<file path="config.mk">
export PLATFORM = sky130hd
export DESIGN_NAME = irq_vector_ctrl
export DESIGN_NICKNAME = d
export VERILOG_FILES = /design/src/rtl/irq_vec_pkg.sv /design/src/rtl/irq_vec_rst_sync.sv /design/src/rtl/irq_vec_regs.sv /design/src/rtl/irq_vec_arb.sv /design/src/rtl/irq_vector_ctrl.sv
export SDC_FILE = /design/constraint.sdc
export NUM_CORES = 2
export LEC_CHECK = 0
export BUFFER_PORTS_ARGS = -buffer_cell sky130_fd_sc_hd__buf_2
export CAP_MARGIN = 20
export CORE_AREA = 5 5 259 261
export CTS_BUF_LIST = sky130_fd_sc_hd__clkbuf_8
export DETAILED_ROUTE_END_ITERATION = 7
export DIE_AREA = 0 0 264 266
export HOLD_SLACK_MARGIN = 0.05
export PLACE_DENSITY = 0.77
export SETUP_SLACK_MARGIN = 0.1
export SYNTH_ARGS = -nofsm -noshare
export SYNTH_HDL_FRONTEND = slang
export SYNTH_HIERARCHICAL = 1
export SYNTH_SLANG_ARGS = --single-unit
</file>
<file path="constraint.sdc">
create_clock -name clk -period 43.2 [get_ports clk]
set_input_delay 6.48 -clock clk [delete_from_list [all_inputs] [get_ports clk]]
set_output_delay 6.48 -clock clk [all_outputs]
set_load 0.005 [all_outputs]
</file>
<file path="src/rtl/irq_vec_pkg.sv">
package irq_vec_pkg;
  localparam int NUM_SRC = 64;
  localparam int PRIO_W  = 4;
  localparam int WORD_W  = 32;
  localparam int ADDR_W  = 4;
  localparam int ID_W    = $clog2(NUM_SRC);
  localparam int MASK_W  = PRIO_W + 1;
  localparam int EN_WORDS   = NUM_SRC / WORD_W;
  localparam int PRIO_WORDS = (NUM_SRC * PRIO_W) / WORD_W;
  localparam int PW_IDX_W   = $clog2(PRIO_WORDS);

  localparam logic [ADDR_W-1:0] RA_MASK   = 4'd0;
  localparam logic [ADDR_W-1:0] RA_EN_SET = 4'd1;
  localparam logic [ADDR_W-1:0] RA_EN_CLR = 4'd2;
  localparam logic [ADDR_W-1:0] RA_EN_LO  = 4'd3;
  localparam logic [ADDR_W-1:0] RA_EN_HI  = 4'd4;
  localparam logic [ADDR_W-1:0] RA_TYP_LO = 4'd5;
  localparam logic [ADDR_W-1:0] RA_TYP_HI = 4'd6;
  localparam logic [ADDR_W-1:0] RA_STATUS = 4'd7;

  typedef struct packed {
    logic              valid;
    logic [PRIO_W-1:0] prio;
    logic [ID_W-1:0]   id;
  } cand_t;
endpackage

</file>
<file path="src/rtl/irq_vec_rst_sync.sv">
module irq_vec_rst_sync (
  input  logic clk,
  input  logic rst_n,
  output logic rst_ns
);
  logic [1:0] sync_q;
  logic [1:0] sync_d;

  always_comb sync_d = {sync_q[0], 1'b1};

  always_ff @(posedge clk or negedge rst_n) begin
    if (!rst_n) sync_q <= 2'b00;
    else        sync_q <= sync_d;
  end

  assign rst_ns = sync_q[1];
endmodule

</file>
<file path="src/rtl/irq_vec_regs.sv">
module irq_vec_regs
  import irq_vec_pkg::*;
(
  input  logic                       clk,
  input  logic                       rst_n,
  input  logic                       wr,
  input  logic [ADDR_W-1:0]          addr,
  input  logic [WORD_W-1:0]          wdata,
  input  logic                       stat_valid,
  input  logic [ID_W-1:0]            stat_id,
  output logic [WORD_W-1:0]          rdata,
  output logic [NUM_SRC-1:0]         en_o,
  output logic [NUM_SRC-1:0]         typ_o,
  output logic [NUM_SRC*PRIO_W-1:0]  prio_o,
  output logic [MASK_W-1:0]          mask_o
);
  logic [MASK_W-1:0]         mask_q, mask_d;
  logic [NUM_SRC-1:0]        en_q, en_d;
  logic [NUM_SRC-1:0]        typ_q, typ_d;
  logic [NUM_SRC*PRIO_W-1:0] prio_q, prio_d;
  logic [ID_W-1:0]           num;
  logic [PW_IDX_W-1:0]       pw_sel;

  assign num    = wdata[ID_W-1:0];
  assign pw_sel = addr[PW_IDX_W-1:0];

  // next state
  always_comb begin
    mask_d = mask_q;
    en_d   = en_q;
    typ_d  = typ_q;
    prio_d = prio_q;
    if (addr[ADDR_W-1]) begin
      prio_d[WORD_W*int'(pw_sel) +: WORD_W] = wdata;
    end else begin
      case (addr)
        RA_MASK:   mask_d = wdata[MASK_W-1:0];
        RA_EN_SET: en_d[num] = 1'b1;
        RA_EN_CLR: en_d[num] = 1'b0;
        RA_EN_LO:  en_d[WORD_W-1:0] = wdata;
        RA_EN_HI:  en_d[EN_WORDS*WORD_W-1:WORD_W] = wdata;
        RA_TYP_LO: typ_d[WORD_W-1:0] = wdata;
        RA_TYP_HI: typ_d[EN_WORDS*WORD_W-1:WORD_W] = wdata;
        default:   ;
      endcase
    end
  end

  // registers, clock-enabled by the write strobe
  always_ff @(posedge clk or negedge rst_n) begin
    if (!rst_n) begin
      mask_q <= '1;
      en_q   <= '0;
      typ_q  <= '0;
      prio_q <= '0;
    end else if (wr) begin
      mask_q <= mask_d;
      en_q   <= en_d;
      typ_q  <= typ_d;
      prio_q <= prio_d;
    end
  end

  // read mux
  always_comb begin
    rdata = '0;
    if (addr[ADDR_W-1]) begin
      rdata = prio_q[WORD_W*int'(pw_sel) +: WORD_W];
    end else begin
      case (addr)
        RA_MASK:   rdata = WORD_W'(mask_q);
        RA_EN_LO:  rdata = en_q[WORD_W-1:0];
        RA_EN_HI:  rdata = en_q[EN_WORDS*WORD_W-1:WORD_W];
        RA_TYP_LO: rdata = typ_q[WORD_W-1:0];
        RA_TYP_HI: rdata = typ_q[EN_WORDS*WORD_W-1:WORD_W];
        RA_STATUS: rdata = stat_valid ? WORD_W'(stat_id) : '1;
        default:   rdata = '0;
      endcase
    end
  end

  assign en_o   = en_q;
  assign typ_o  = typ_q;
  assign prio_o = prio_q;
  assign mask_o = mask_q;

  // set-by-number raises the addressed bit
  assert_set_num_R3: assert property (@(posedge clk) disable iff (!rst_n)
    (wr && addr == RA_EN_SET) |=> en_q[$past(num)]);

  // a by-number write flips at most one enable bit
  assert_one_bit_R3: assert property (@(posedge clk) disable iff (!rst_n)
    (wr && (addr == RA_EN_SET || addr == RA_EN_CLR)) |=> ($countones(en_q ^ $past(en_q)) <= 1));

  // clear-by-number drops the addressed bit
  assert_clr_num_R4: assert property (@(posedge clk) disable iff (!rst_n)
    (wr && addr == RA_EN_CLR) |=> !en_q[$past(num)]);
endmodule

</file>
<file path="src/rtl/irq_vec_arb.sv">
module irq_vec_arb
  import irq_vec_pkg::*;
(
  input  logic [NUM_SRC-1:0]        pend,
  input  logic [NUM_SRC-1:0]        en,
  input  logic [NUM_SRC-1:0]        typ,
  input  logic [NUM_SRC*PRIO_W-1:0] prio,
  input  logic [MASK_W-1:0]         mask,
  output logic                      win_valid,
  output logic [ID_W-1:0]           win_id,
  output logic                      fast_any
);
  localparam int NODES = 2*NUM_SRC - 1;

  cand_t node [NODES];

  // leaves: heap slots NUM_SRC-1 .. 2*NUM_SRC-2, ascending source number
  for (genvar i = 0; i < NUM_SRC; i++) begin : g_leaf
    logic [PRIO_W-1:0] p;
    logic              pass;
    assign p    = prio[i*PRIO_W +: PRIO_W];
    assign pass = mask[MASK_W-1] | (p > mask[PRIO_W-1:0]);
    assign node[NUM_SRC-1+i] = {pend[i] & en[i] & ~typ[i] & pass, p, ID_W'(i)};
  end

  // inner nodes: right child holds the higher numbers and wins ties
  for (genvar j = 0; j < NUM_SRC-1; j++) begin : g_node
    logic take_r;
    assign take_r = node[2*j+2].valid &
                    (~node[2*j+1].valid | (node[2*j+2].prio >= node[2*j+1].prio));
    assign node[j] = take_r ? node[2*j+2] : node[2*j+1];
  end

  assign win_valid = node[0].valid;
  assign win_id    = node[0].id;
  assign fast_any  = |(pend & en & typ);
endmodule

</file>
<file path="src/rtl/irq_vector_ctrl.sv">
module irq_vector_ctrl
  import irq_vec_pkg::*;
(
  input  logic                clk,
  input  logic                rst_n,
  input  logic                reg_wr,
  input  logic [ADDR_W-1:0]   reg_addr,
  input  logic [WORD_W-1:0]   reg_wdata,
  output logic [WORD_W-1:0]   reg_rdata,
  input  logic [NUM_SRC-1:0]  src_i,
  output logic                irq_norm_o,
  output logic                irq_fast_o
);
  logic                      rst_ns;
  logic [NUM_SRC-1:0]        pend_q, pend_d;
  logic [NUM_SRC-1:0]        en_v, typ_v;
  logic [NUM_SRC*PRIO_W-1:0] prio_v;
  logic [MASK_W-1:0]         mask_v;
  logic                      win_valid, fast_any;
  logic [ID_W-1:0]           win_id;
  logic                      norm_q, norm_d, fast_q, fast_d;
  logic [ID_W-1:0]           wid_q, wid_d;

  irq_vec_rst_sync u_rst (
    .clk    (clk),
    .rst_n  (rst_n),
    .rst_ns (rst_ns)
  );

  irq_vec_regs u_regs (
    .clk        (clk),
    .rst_n      (rst_ns),
    .wr         (reg_wr),
    .addr       (reg_addr),
    .wdata      (reg_wdata),
    .stat_valid (norm_q),
    .stat_id    (wid_q),
    .rdata      (reg_rdata),
    .en_o       (en_v),
    .typ_o      (typ_v),
    .prio_o     (prio_v),
    .mask_o     (mask_v)
  );

  irq_vec_arb u_arb (
    .pend      (pend_q),
    .en        (en_v),
    .typ       (typ_v),
    .prio      (prio_v),
    .mask      (mask_v),
    .win_valid (win_valid),
    .win_id    (win_id),
    .fast_any  (fast_any)
  );

  always_comb begin
    pend_d = src_i;
    norm_d = win_valid;
    fast_d = fast_any;
    wid_d  = win_valid ? win_id : '0;
  end

  always_ff @(posedge clk or negedge rst_ns) begin
    if (!rst_ns) begin
      pend_q <= '0;
      norm_q <= 1'b0;
      fast_q <= 1'b0;
      wid_q  <= '0;
    end else begin
      pend_q <= pend_d;
      norm_q <= norm_d;
      fast_q <= fast_d;
      wid_q  <= wid_d;
    end
  end

  assign irq_norm_o = norm_q;
  assign irq_fast_o = fast_q;

  // the arbiter only names a pending, enabled, normal-routed source
  assert_win_qual_R8: assert property (@(posedge clk) disable iff (!rst_ns)
    win_valid |-> (pend_q[win_id] && en_v[win_id] && !typ_v[win_id]));

  // the winner always clears the mask level
  assert_win_mask_R7: assert property (@(posedge clk) disable iff (!rst_ns)
    win_valid |-> (mask_v[MASK_W-1] || (prio_v[int'(win_id)*PRIO_W +: PRIO_W] > mask_v[PRIO_W-1:0])));

  // a qualifying fast source raises the fast line on the next edge
  assert_fast_level_R9: assert property (@(posedge clk) disable iff (!rst_ns)
    (|(pend_q & en_v & typ_v)) |=> irq_fast_o);
endmodule

</file>
# Yosys cells after proc, flatten, opt, wreduce, memory -nomap -nowiden
# Index checks and enable logic that the tools add are counted.
# totals
wordCells	749
output_inout_bits	34
input_bits	103
regBits	463
# classes
add_sub_neg	1
bitwise	515
n_lt_le_gt_ge	129
n_reduce_logical	11
n_eq_ne	7
n_shift	3
mux	72
# ops
cell	n
$mux W11	63
$bwmux W256	1
$gt A4 B4 Y1	64
$shift A32 B33 Y256 const A	1
$shiftx A256 B9 Y32	1
$shiftx A32 B33 Y256	1
$and A1 B1 Y1	255
$ge A4 B4 Y1	63
$and A64 B64 Y64	3
$pmux W32 S3	2
$pmux W32 S6	1
$not A1 Y1	128
$or A1 B1 Y1	127
$mux W32	2
$not A64 Y64	1
$or A64 B64 Y64	1
$reduce_or A64 Y1	1
$neg A8 Y33	1
$eq A4 B3 Y1 const B	4
$reduce_and A3 Y1	5
$eq A4 B2 Y1 const B	2
$lt A6 B7 Y1 const B	1
$demux W1 S6	1
$ge A6 B1 Y1 const B	1
7 further kinds	8

# Depth between registers and ports, before layout
# logic_depth
depth_word	28
ltp_mapped	54

# Cells and area by module
# The synthesis kept the hierarchy.
# modules_own_cells
mod	area_per_inst_um2	n_inst	cells_each
irq_vec_regs	19068.3	1	1855
irq_vec_arb	17309.1	1	2187
irq_vector_ctrl	1839.3	1	78
irq_vec_rst_sync	53.8	1	3

# Worst setup path before layout
# OpenSTA, ideal clock, no wires.
# synth_path
path_type	input -> output
start	input reg_addr[1]
end	output reg_rdata[21]
cell_stages	10
arrival_ns	8.391
path_slack_ns	28.329
path_cell_list	buf_2 > buf_1 > inv_1 > ha_1 > and3b_1 > buf_4 > clkbuf_1 > a22oi_1 > nand3_1 > a221o_1
# synth_between
elab_chain_cells	3
# synth_lines
item	line	source
start, declared	irq_vector_ctrl.sv:7	input logic [ADDR_W-1:0] reg_addr,
branches (longest 2 deep; another with $shiftx A256 B9 Y32)	--	
$mux W32 *	irq_vec_regs.sv:67	if (addr[ADDR_W-1]) begin
end, declared	irq_vector_ctrl.sv:9	output logic [WORD_W-1:0] reg_rdata,
# Mark *: on every way between the ends.

# Worst setup path after layout
# layout_path
start	input reg_addr[1]
end	output reg_rdata[29]
# Same word-level chain as after synthesis.

==> metrics.csv <==
stage;metric;value;unit
die;FP Rows;93;
route;First DRT Iteration DRCs;6187;
route;vias after detailed routing;36377;
grt;initial antenna violation count;17;
critical_path;CP Max Fanout;69;
synthesis;Gate Count Post-Synth;4123;
place;RePlAce Congestion;1.08;
critical_path;worst r2r src;u_regs/mask_o[2];
route;routed vias/inst;7.18;
synthesis;asr flop ratio synth;1.00;
sta;worst hold slack;0.341;ns
critical_path;Worst Path Buf+Inv;4;
critical_path;CP Capture Type;primary output;
die;CORE AREA;64200;um^2
clock_tree;H-tree Lvls;3;
clock_tree;postcts setup bufs;0;
grt;final global-route overflow total;0;
route;total wire length;167;mm
place;dpl cells;4916;
synthesis;synthesized flop and latch total;463;
clock_tree;Root Buffer;clkbuf_8;
clock_tree;CTS Hold Bufs;0;
synthesis;syn_nets;4741;
synthesis;sequential share of the synthesized area;0.303;
clock_tree;post-CTS sizing;0;
clock_tree;CTS sink cnt;463;
grt;first-pass GRT wire length;234;mm
min_path;Hold Path Class;reg2async;
clock_tree;cts bufs inserted;80;
route;DRC errors left;1;
synthesis;Synth cell types;99;
critical_path;CP Data Arrival Time;9.83;ns
synthesis;EDFF count, synth;0;
clock_tree;CTS tree;yes;
finish;Final Non-Filler Cells;5067;
critical_path;Worst Reg-to-Reg Cells;49;
route;Final ANT Viol Nets;0;
sta;final hold vios;0;
finish;Nets;4761;
synthesis;post-synthesis cell area;38300;um^2
route;drt wl/cell;32.9;um
clock_tree;Worst-path clk slew;0.06;ns
critical_path;stages on the worst setup path;9;
critical_path;critical path's top delay family;buffers and inverters;
sta;Final period util;0.378;
grt;met2 Use GR;0.614;
sta;setup TNS;0;ns
die;I/O Pins;137;
sta;Max Slew Vio Count;0;
clock_tree;Clk Latency, worst-skew pair;0.74;ns
critical_path;CP Class;in2out;
run;max_cap viols;0;
place;HPWL after detailed placement;124;mm
sta;unrepaired setup endpoints after global routing;false;
critical_path;setup slack, reg-to-reg;30.13;ns
grt;met3 Use GR;0.224;
synthesis;Primary FF master, synth;dfrtp_1;
power_and_ir_drop;VDD IR max;0.0475;mV
synthesis;Mapped Avg Cell Area;9.28;um^2
synthesis;Ys Warns;6;
route;First-pass DRT Iterations;8;
critical_path;CP max stage cell;ha_1;
run_status;status;finished with violations;
power_and_ir_drop;leakage;18.4;nW
finish;layout cells sized above 1;0.143;
die;Starting Density;0.596;
grt;GR peak layer;met2;
critical_path;Critical Path Max Stage Delay;0.75;ns
critical_path;worst path required time;36.72;ns
power_and_ir_drop;Power Dens Cells;45.5;nW/um^2
sta;Max Freq;0.0613;GHz
sta;Rel. slew slack;0.229;
finish;Area Overhead vs Synth;7.34;%
sta;Slew @ Worst Pin;1.15;ns
critical_path;Startpoint Class;input port;
critical_path;worst r2r dst;wid_q[2];
sta;post-route clock skew;0.0345;ns
sta;final setup vio count;0;
clock_tree;CTS Buffer Depth;3;
die;die width;264;um
place;port bufs;136;
run_status;failing checks;design-rule violations;
sta;final worst path period need;16.31;ns
grt;global routing usage on met1;0.602;
die;Die H;266;um
die;die area;70200;um^2
grt;GRT Util Overall;0.456;
grt;largest net degree at the start of global routing;153;
critical_path;CP Cell Sequence;buf_2 -> buf_4 -> ha_1 -> and3b_1 -> buf_4 -> a22oi_1 -> nand3_1 -> a221o_1 -> buf_2;
grt;vias in the first global route;33159;
[worst max path at each step]
stage                      from       endpoint
floorplan           reg_addr[1]  reg_rdata[21]
global placement    reg_addr[1]  reg_rdata[20]
detailed placement  reg_addr[1]  reg_rdata[20]
CTS                 reg_addr[1]  reg_rdata[25]
global route        reg_addr[1]  reg_rdata[14]
finish              reg_addr[1]  reg_rdata[29]
[stage by stage]
step	util	total power, W	worst slack, ns	cell area [um^2]
4_1_cts	0.639	0.00182	27.09	41100
3_3_place_gp	0.612	0.00136	27.17	39300
5_1_grt	0.639	0.00194	26.86	41100
3_5_place_dp	0.612	0.00137	27.08	39300
2_1_floorplan	-	0.00109	28.33	38300
6_report	0.640	0.00187	26.89	41100
[where the power goes]
| group | total (W) | internal, W | leakage (nW) | switching, W |
|---|---|---|---|---|
| Clock | 0.000447 | 0.000242 | 0.973 | 0.000205 |
| Combinational | 0.000765 | 0.000303 | 11.5 | 0.000463 |
| Sequential | 0.000657 | 0.000498 | 6.00 | 0.000159 |
| Total | 0.00187 | 0.00104 | 18.4 | 0.000827 |
[per-layer routing]
layer | vias to the layer above | part of all wire
met5 | - | 0.00062
met4 | 14 | 0.073
met3 | 701 | 0.17
met2 | 3099 | 0.38
met1 | 17404 | 0.37
li1 | 15159 | -
[synthesized netlist by cell type (82+ instances only)]
library cell	instances	share of area
mux2_2	128	0.038
a21oi_1	147	0.019
dfrtp_1	458	0.30
buf_2	82	0.011
a21o_1	83	0.016
ha_1	515	0.17
nand4_1	84	0.014
mux2i_1	231	0.060
inv_1	406	0.040
clkbuf_1	128	0.013
nor2_1	84	0.0082
nand3_1	129	0.017
o21ai_0	359	0.047
nand2_1	377	0.037
[state kept, by name, indices dropped and copies added (netlist names)]
name           count
irq_norm_o         1
u_regs/prio_o    256
u_regs/mask_o      5
wid_q              6
irq_fast_o         1
pend_q            64
u_rst/sync_q       2
u_regs/typ_o      64
u_regs/en_o       64
[logic make-up after synthesis]
| kind of cell | synth area share |
|---|---|
| mux | 0.136 |
| other cells | 0.0000980 |
| compound gates | 0.196 |
| buf+inv | 0.0703 |
| simple gates | 0.126 |
| flops | 0.303 |
| fa+ha+maj | 0.168 |
[layout by cell type (no fill, tap or decap), drive strengths merged, types with 9 or more instances in the layout]
| cell type | instances |
|---|---|
| clkinv | 16 |
| mux2i | 231 |
| mux2 | 129 |
| buf | 184 |
| mux4 | 64 |
| a21o | 83 |
| o2111ai | 44 |
| and3b | 12 |
| o21bai | 10 |
| nor3b | 11 |
| nand3 | 135 |
| and2 | 23 |
| nor4 | 9 |
| nor2 | 86 |
| a211o | 13 |
| nand4 | 85 |
| ha | 515 |
| a21boi | 16 |
| o21a | 28 |
| o22ai | 19 |
| a31oi | 48 |
| nand2 | 378 |
| a21oi | 159 |
| a221o | 28 |
| inv | 431 |
| o211ai | 47 |
| a221oi | 9 |
| clkbuf | 97 |
| a22oi | 72 |
| o31a | 13 |
| a32o | 13 |
| or2 | 18 |
| nand2b | 71 |
| a211oi | 65 |
| nor2b | 69 |
| o311a | 12 |
| a32oi | 14 |
| dfrtp | 458 |
| o21ai | 382 |
[final cells by class]
type                       instances  area [um^2]
inverter                         408         1530
timing repair buffer             184         1060
fill                            5409        23200
clock buffer                      97         1340
multi-input combinational       3006        24100
tap                              855         1070
clock inverter                    47          405
antenna                            7         17.5
sequential                       463        11600
Power figures use the tool's default switching activity.
